File: src/rtl/nec_pkg.sv
package nec_pkg;
    localparam int NEC_ACC_W = 12;
    localparam int NEC_NBITS = 32;
    localparam int NEC_CNT_W = $clog2(NEC_NBITS + 1);

    typedef enum logic [2:0] {
        ST_LEAD_MARK,
        ST_LEAD_SPACE,
        ST_BIT_MARK,
        ST_BIT_SPACE,
        ST_DRAIN
    } nec_state_e;

    typedef struct packed {
        nec_state_e              st;
        logic [NEC_ACC_W-1:0]    acc;
        logic [NEC_NBITS-1:0]    code;
        logic [NEC_CNT_W-1:0]    cnt;
        logic                    vld;
        logic [NEC_NBITS-1:0]    res;
        logic                    ok;
    } nec_regs_t;
endpackage

File: src/rtl/nec_tok_unpack.sv
module nec_tok_unpack #(
    parameter int TOK_W = 8
) (
    input  logic [TOK_W-1:0] tok,
    output logic             lvl,
    output logic [TOK_W-1:0] dur
);
    localparam int LEN_W = TOK_W - 1;

    assign lvl = tok[TOK_W-1];
    assign dur = {1'b0, tok[LEN_W-1:0]} + TOK_W'(1);
endmodule

File: src/rtl/nec_dur_cmp.sv
module nec_dur_cmp #(
    parameter int ACC_W = 12,
    parameter int LIM   = 26
) (
    input  logic [ACC_W-1:0] run_len,
    output logic             over
);
    assign over = run_len > ACC_W'(LIM);
endmodule

File: src/rtl/nec_code_check.sv
module nec_code_check #(
    parameter int NBITS = 32
) (
    input  logic [NBITS-1:0] code,
    output logic             ok
);
    assign ok = ((code[NBITS-9:NBITS-16] ^ code[NBITS-1:NBITS-8]) == 8'hFF);
endmodule

File: src/rtl/nec_frame_decoder.sv
module nec_frame_decoder
    import nec_pkg::*;
#(
    parameter int TOK_W      = 8,
    parameter int PRELOAD    = 80,
    parameter int LEAD_MARK  = 80,
    parameter int LEAD_SPACE = 40,
    parameter int MARK_MAX   = 26,
    parameter int SPACE_MID  = 26,
    parameter int SPACE_MAX  = 53
) (
    input  logic                 clk,
    input  logic                 rst_n,
    input  logic                 tok_vld,
    input  logic [TOK_W-1:0]     tok_data,
    input  logic                 pkt_end,
    output logic                 res_vld,
    output logic [NEC_NBITS-1:0] res_code,
    output logic                 res_ok
);
    localparam int ACC_W = NEC_ACC_W;
    localparam int IDX_W = $clog2(NEC_NBITS);
    localparam int NLIM  = 5;
    localparam int LIMS [NLIM] = '{LEAD_MARK, LEAD_SPACE, MARK_MAX, SPACE_MID, SPACE_MAX};

    nec_regs_t state_d, state_q;

    logic             tok_lvl;
    logic [TOK_W-1:0] tok_dur;
    logic [NLIM-1:0]  over;
    logic             code_ok;

    nec_tok_unpack #(.TOK_W(TOK_W)) u_unpack (
        .tok (tok_data),
        .lvl (tok_lvl),
        .dur (tok_dur)
    );

    for (genvar g = 0; g < NLIM; g++) begin : g_cmp
        nec_dur_cmp #(.ACC_W(ACC_W), .LIM(LIMS[g])) u_cmp (
            .run_len (state_q.acc),
            .over    (over[g])
        );
    end

    nec_code_check #(.NBITS(NEC_NBITS)) u_check (
        .code (state_d.code),
        .ok   (code_ok)
    );

    function automatic logic [ACC_W-1:0] sat_add(input logic [ACC_W-1:0] a,
                                                 input logic [TOK_W-1:0] d);
        logic [ACC_W:0] s;
        s = {1'b0, a} + (ACC_W+1)'(d);
        return s[ACC_W] ? '1 : s[ACC_W-1:0];
    endfunction

    logic [ACC_W-1:0] dur_ext;
    assign dur_ext = ACC_W'(tok_dur);

    always_comb begin
        logic fin, fin_err, fin_done;
        state_d     = state_q;
        state_d.vld = 1'b0;
        fin_err     = 1'b0;
        fin_done    = 1'b0;
        if (tok_vld) begin
            unique case (state_q.st)
                ST_LEAD_MARK: begin
                    if (tok_lvl)            state_d.acc = sat_add(state_q.acc, tok_dur);
                    else if (over[0]) begin
                        state_d.st  = ST_LEAD_SPACE;
                        state_d.acc = dur_ext;
                    end else                state_d.acc = '0;
                end
                ST_LEAD_SPACE: begin
                    if (!tok_lvl)           state_d.acc = sat_add(state_q.acc, tok_dur);
                    else if (over[1]) begin
                        state_d.st   = ST_BIT_MARK;
                        state_d.acc  = dur_ext;
                        state_d.code = '0;
                        state_d.cnt  = '0;
                    end else                state_d.acc = '0;
                end
                ST_BIT_MARK: begin
                    if (tok_lvl)            state_d.acc = sat_add(state_q.acc, tok_dur);
                    else if (over[2])       fin_err = 1'b1;
                    else begin
                        state_d.st  = ST_BIT_SPACE;
                        state_d.acc = dur_ext;
                    end
                end
                ST_BIT_SPACE: begin
                    if (!tok_lvl)           state_d.acc = sat_add(state_q.acc, tok_dur);
                    else if (over[4])       fin_err = 1'b1;
                    else begin
                        state_d.code[state_q.cnt[IDX_W-1:0]] = over[3];
                        state_d.cnt = state_q.cnt + 1'b1;
                        if (state_d.cnt == NEC_CNT_W'(NEC_NBITS)) fin_done = 1'b1;
                        else begin
                            state_d.st  = ST_BIT_MARK;
                            state_d.acc = dur_ext;
                        end
                    end
                end
                default: ;
            endcase
        end
        fin = fin_err | fin_done;
        if (fin) begin
            state_d.st  = ST_DRAIN;
            state_d.vld = 1'b1;
            state_d.res = fin_err ? '1 : state_d.code;
            state_d.ok  = fin_done & code_ok;
        end
        if (pkt_end) begin
            if (!fin) begin
                unique case (state_d.st)
                    ST_LEAD_MARK, ST_LEAD_SPACE: begin
                        state_d.vld = 1'b1;
                        state_d.res = '1;
                        state_d.ok  = 1'b0;
                    end
                    ST_BIT_MARK, ST_BIT_SPACE: begin
                        state_d.vld = 1'b1;
                        state_d.res = state_d.code;
                        state_d.ok  = 1'b0;
                    end
                    default: ;
                endcase
            end
            state_d.st  = ST_LEAD_MARK;
            state_d.acc = ACC_W'(PRELOAD);
        end
    end

    always_ff @(posedge clk or negedge rst_n) begin
        if (!rst_n) begin
            state_q      <= '0;
            state_q.st   <= ST_LEAD_MARK;
            state_q.acc  <= ACC_W'(PRELOAD);
        end else begin
            state_q <= state_d;
        end
    end

    assign res_vld  = state_q.vld;
    assign res_code = state_q.res;
    assign res_ok   = state_q.ok;
endmodule

File: config.mk
export PLATFORM = sky130hd
export DESIGN_NAME = nec_frame_decoder
export DESIGN_NICKNAME = d
export VERILOG_FILES = /design/src/rtl/nec_pkg.sv /design/src/rtl/nec_tok_unpack.sv /design/src/rtl/nec_dur_cmp.sv /design/src/rtl/nec_code_check.sv /design/src/rtl/nec_frame_decoder.sv
export SDC_FILE = /design/constraint.sdc
export NUM_CORES = 1
export LEC_CHECK = 0
export BUFFER_PORTS_ARGS = -buffer_cell sky130_fd_sc_hd__buf_4
export CAP_MARGIN = 15
export CORE_UTILIZATION = 50
export DETAILED_ROUTE_END_ITERATION = 7
export GPL_TIMING_DRIVEN = 0
export PLACE_DENSITY_LB_ADDON = 0.12
export SYNTH_ARGS = -nofsm -noshare
export SYNTH_HDL_FRONTEND = slang
export SYNTH_SLANG_ARGS = --single-unit
File: constraint.sdc
create_clock -name clk -period 3 [get_ports clk]
set_input_delay 0.6 -clock clk [delete_from_list [all_inputs] [get_ports clk]]
set_output_delay 0.6 -clock clk [all_outputs]
set_load 0.1 [all_outputs]
== Word-level counts from Yosys, hierarchy flattened ==
Index checks and enable logic that the tools add are counted.
W data, S select, Z words.
Word-level totals
  register bits: 87
  bits in latches: 0
  bits in writable memories: 0
  bits in read-only memories: 0
  bits of input ports: 12
  logic and storage cells: 87
  memories: 0
Operators by class
  add/sub/neg operators: 3
  $mul: 0
  divide/modulo/power cells: 0
  order comparisons: 6
  eq/ne operators: 15
  shift operators: 0
  multiplexer cells: 43
  bitwise gates (word level): 3
  reductions and logical operators: 10
Operators by type and width (count)
  $mux W38: 3
  $mux W53: 2
  $mux W34: 3
  $pmux W38 S2: 1
  $pmux W34 S2: 1
  $mux W12: 5
  $pmux W15 S4: 1
  $mux W15: 3
  $bwmux W32: 1
  $mux W32: 1
  $gt A12 B6 Y1 const B: 2
  $mux W3: 7
  $mux W8: 2
  $add A12 B8 Y13: 1
  $eq A3 B2 Y1 const B: 4
  $gt A12 B5 Y1 const B: 1
  $gt A12 B7 Y1 const B: 1
  $ne A4 B4 Y1 const B: 3
  $mux W1: 11
  $add A7 B1 Y8 const B: 1
  $eq A8 B8 Y1 const B: 1
  $xor A8 B8 Y8: 1
  $add A6 B1 Y6 const B: 1
  $eq A3 B1 Y1 const B: 2
  other kinds (16): 21

== Logic depth before layout (Yosys ltp) ==
  word-level depth: 16
  gate-level depth with buffers: 11
  depth with buffers taken out: 11

== Modules after synthesis ==
From an unflattened synthesis, not the netlist that was laid out.
Second synthesis, totals
  cell total of the unflattened synthesis: 633
  area total of the unflattened synthesis: 5579.1 sq um
Modules (own cells, without submodules)
  nec_frame_decoder: times used 1, cells each 581, area an instance 5217.5 sq um, sequential area each 2179.6 sq um
  nec_tok_unpack: times used 1, cells each 16, area an instance 111.4 sq um, sequential area each 0.0 sq um
  nec_code_check: times used 1, cells each 11, area an instance 86.3 sq um, sequential area each 0.0 sq um
  nec_dur_cmp (g_cmp[2].u_cmp ...): times used 2, cells each 5, area an instance 33.8 sq um, sequential area each 0.0 sq um
  nec_dur_cmp (g_cmp[0].u_cmp): times used 1, cells each 5, area an instance 35.0 sq um, sequential area each 0.0 sq um
  nec_dur_cmp (g_cmp[4].u_cmp): times used 1, cells each 5, area an instance 32.5 sq um, sequential area each 0.0 sq um
  nec_dur_cmp (g_cmp[1].u_cmp): times used 1, cells each 5, area an instance 28.8 sq um, sequential area each 0.0 sq um

== Worst setup path after synthesis ==
OpenSTA, ideal clock, no wires.
  kind: input -> register
  start point: input port tok_data[0]
  end point: register state_q[79] (netlist bit)
  setup time: 0.139 ns
  data arrival time: 2.615 ns
  data required time: 2.861 ns
  setup slack: 0.246 ns
  cell stages on the path: 10
  path buffers: 0
  path through: ha_1 > fa_1 > a21o_1 > a21oi_1 > o21bai_1 > a21oi_1 > o21a_1 > nor2_1 > o21ai_0 > a311oi_2
On the way
  word-level cells in the longest chain between the ends: 7
RTL lines
  start, declared: line nec_frame_decoder.sv:15  | input logic [TOK_W-1:0] tok_data,
  $add A7 B1 Y8 (*): line nec_tok_unpack.sv:11  | assign dur = {1'b0, tok[LEN_W-1:0]} + TOK_W'(1);
  $add A12 B8 Y13 / $mux W15 (equally long branches): line nec_frame_decoder.sv:54, nec_frame_decoder.sv:99
  $mux W12 / $mux W53 (equally long branches): line nec_frame_decoder.sv:55, nec_frame_decoder.sv:95
  $mux W12 (on tied branches)
  $pmux W15 S4 (*): line nec_frame_decoder.sv:68  | unique case (state_q.st)
  $mux W53 (*): line nec_frame_decoder.sv:67  | if (tok_vld) begin
  $mux W15 (*): line nec_frame_decoder.sv:116  | if (pkt_end) begin
  end signal, assigned: line nec_frame_decoder.sv:143  | state_q <= state_d;
  end, declared: line nec_frame_decoder.sv:26  | nec_regs_t state_d, state_q;
Mark *: on every way between the ends. The rest lies on a longest branch, timed or not. The select of a mux whose other input is x is not followed.
A chain may end at the register's enable or synchronous reset.

== Worst setup path in the final report ==
Ends and elaborated chain as after synthesis.

==> flow_summary.json <==
{
  "cts_tree": "done",
  "cap_violations": 0,
  "r2r-end": "state_q[79]",
  "port_buffers": 43,
  "synth.most_common_cell": "dfrtp_1",
  "syn-num-nets": 638,
  "cellPowerDensity_nw_per_um2": 477,
  "dieArea_um2": 11300,
  "nets": 695,
  "post-route-period-util": 0.981,
  "multi_input_area_um2": 2770,
  "core_um2": 10500,
  "synth_edf_count": 0,
  "synth_warnings": 0,
  "critical_path.max_fanout": 8,
  "hp-class": "input pin to async pin",
  "worstRegToRegCells": 10,
  "synth_top_cell_by_area": "dfrtp_1",
  "syn_inst": 612,
  "ir_drop_v": 0.000331,
  "grt_max_degree": 88,
  "drc": 0,
  "detail_route.first_pass.iterations": 5,
  "grt_pass1_wl_um": 23700,
  "cts_buffers": 9,
  "pre_cts_ws_ps": -276,
  "numClockSinks": 87,
  "path_clk_slew_ps": 100,
  "status": "finished clean",
  "fin_skew_ps": 13.0,
  "clock_power_share": 0.262,
  "power.switching_w": 0.00111,
  "clock.fmax_mhz": 340,
  "layout_min_cycle_time_ps": 2940,
  "internal_power_w": 0.00183,
  "hpwl_um": 10400,
  "routed_wl_um": 14600,
  "grt-ovfl-total": 0,
  "hold_violations": 0,
  "yosysSeqAreaShare": 0.400,
  "crit_arrival_ps": 3180,
  "fp.dieW_um": 106,
  "maxSlewViolCount": 0,
  "nFillCells": 985,
  "synthFlopType": "dfrtp_1",
  "clockBufferDepth": 2,
  "gp_congestion": 0.923,
  "floorplan.initialDensity": 0.521,
  "synthTopCellsByCount": "dfrtp_1 (85), nand2_1 (59), o21ai_0 (59)",
  "grt_util_all_layers": 0.269,
  "combPwrFrac": 0.300,
  "diodes": 0,
  "worstReg2RegStart": "state_q[72]",
  "syn_area_um2": 5450,
  "post_drt_wl_per_cell_um": 18.1,
  "fin_util": 0.588,
  "vias_per_cell": 6.08,
  "worst_hold_slack_ps": 169,
  "ys_ff_latch": 87,
  "async_reset_ff_frac": 1.00,
  "worst_pin_slew_ps": 808,
  "htree_num_levels": 3,
  "dieHeight_um": 106,
  "fin_area_um2": 6150,
  "seq_area_um2": 2180,
  "row_count": 37,
  "grt_pass1_vias": 4726,
  "required_ps": 3240,
  "insertion_delay_ps": 380,
  "antenna_left": 0,
  "crit_type": "input pin to register",
  "antenna_found_initial": 0,
  "drive_gt1_frac": 0.199,
  "netlist-cell-type-count": 68,
  "synth_area_per_cell_um2": 8.90,
  "cts_root_buf": "clkbuf_8",
  "share_seq_of_total_power": 0.438,
  "synth_top_area_frac": 0.391,
  "drtIter0Drc": 454,
  "io_pins": 46,
  "synthTopCellsByArea": "dfrtp_1 (39%), o21ai_0 (5.4%), buf_4 (4.8%)",
  "worst_slack_ps": 58.3,
  "setup_viol": 0,
  "synthToLayoutAreaGrowth_pct": 13.0,
  "p_leak_nw": 2.57,
  "placed_area_um2": 5940,
  "critPathCaptureType": "register",
  "cp-start-kind": "input pin",
  "r2r_setup_slack_ps": 130,
  "netSwitchingFraction": 0.377,
  "slew_headroom": 0.457,
  "vias": 4926
}
## metal layers
| layer | up-vias | share of wire | track usage | wire length [um] |
|---|---|---|---|---|
| li1 | 2352 | - | - | - |
| met1 | 2380 | 0.44 | 0.349 | 6510 |
| met2 | 166 | 0.48 | 0.439 | 6990 |
| met3 | 28 | 0.058 | 0.0552 | 844 |
| met4 | 0 | 0.020 | 0.108 | 296 |
| met5 | - | 0 | 0 | 0 |
## registers in the layout, indices dropped and copies added (netlist names)
register and cells:
res_code 32, res_ok 1, state_q 53, res_vld 1
## cells in the final DEF, fill, tap and decap left out, drive strengths merged, types with 15 or more instances in the layout
cell / n
a31oi: 24
o21ai: 76
o31a: 17
nor3: 15
o22ai: 29
clkbuf: 38
a21oi: 27
nand3: 16
inv: 19
nor2: 30
dfrtp: 85
buf: 92
nand2: 59
## how the worst max path moves through the flow
stage                        end        start  slack, ps
floorplan            state_q[79]  tok_data[0]        250
finish               state_q[79]  tok_data[0]         60
global placement     state_q[73]  tok_data[0]       -210
global route        res_code[18]  state_q[80]        -20
detailed placement   state_q[79]  tok_data[0]       -280
CTS                 res_code[12]  state_q[80]        100
## area by class of cell
type,count,share of cell area
clock inverters,7,0.00773
plain buffers,75,0.0705
repair buffers,46,0.0594
inverters,17,0.0104
well taps,136,0.0276
multi-input cells,433,0.450
clock buffers,9,0.0201
flip-flops and latches,87,0.354
## worst max-delay path: stages
cell      delay (ps)
buf_4            130
ha_1             350
fa_1             460
a21o_1           180
a21oi_1          220
o21bai_1          90
a21oi_1          300
o21a_1           250
nor2_1           160
o21ai_0          280
a311oi_2         140
## per-stage QoR
stage / instances / setup TNS, ps / total power (W)
after floorplan: 612 / 0 / 0.00198
after global placement: 791 / -1200 / 0.00216
after detailed placement: 791 / -1510 / 0.00217
after CTS: 807 / 0 / 0.00293
after global routing: 810 / -18.6 / 0.00305
final: 810 / 0 / 0.00293
## what timing repair did
item / CTS / global route
buffers inserted: 0 / 2
setup endpoints to repair: 0 / 28
hold buffers: 0 / 0
hold endpoints to repair: 0 / 0
resized for setup: 0 / 2
## power groups by stage
stage / clock, W / sequential [W] / combinational (W)
2_1_floorplan: 0 / 0.00130 / 0.000678
3_3_place_gp: 0 / 0.00131 / 0.000850
3_5_place_dp: 0 / 0.00131 / 0.000863
4_1_cts: 0.000780 / 0.00129 / 0.000867
5_1_grt: 0.000817 / 0.00129 / 0.000941
6_report: 0.000768 / 0.00129 / 0.000881
## kinds of logic (layout without fill, tap and decap cells)
logic type	count (synthesis)	in the layout	synth area share
AO/OA/AOI/OAI	240	240	0.294
AND/OR/NAND/NOR	159	159	0.148
buffers and inverters	92	154	0.0912
flip-flops	87	87	0.400
XOR/XNOR	19	19	0.0306
adder cells (fa/ha/maj)	14	14	0.0335
multiplexers	1	1	0.00184
(Power assumes the default switching activity.)
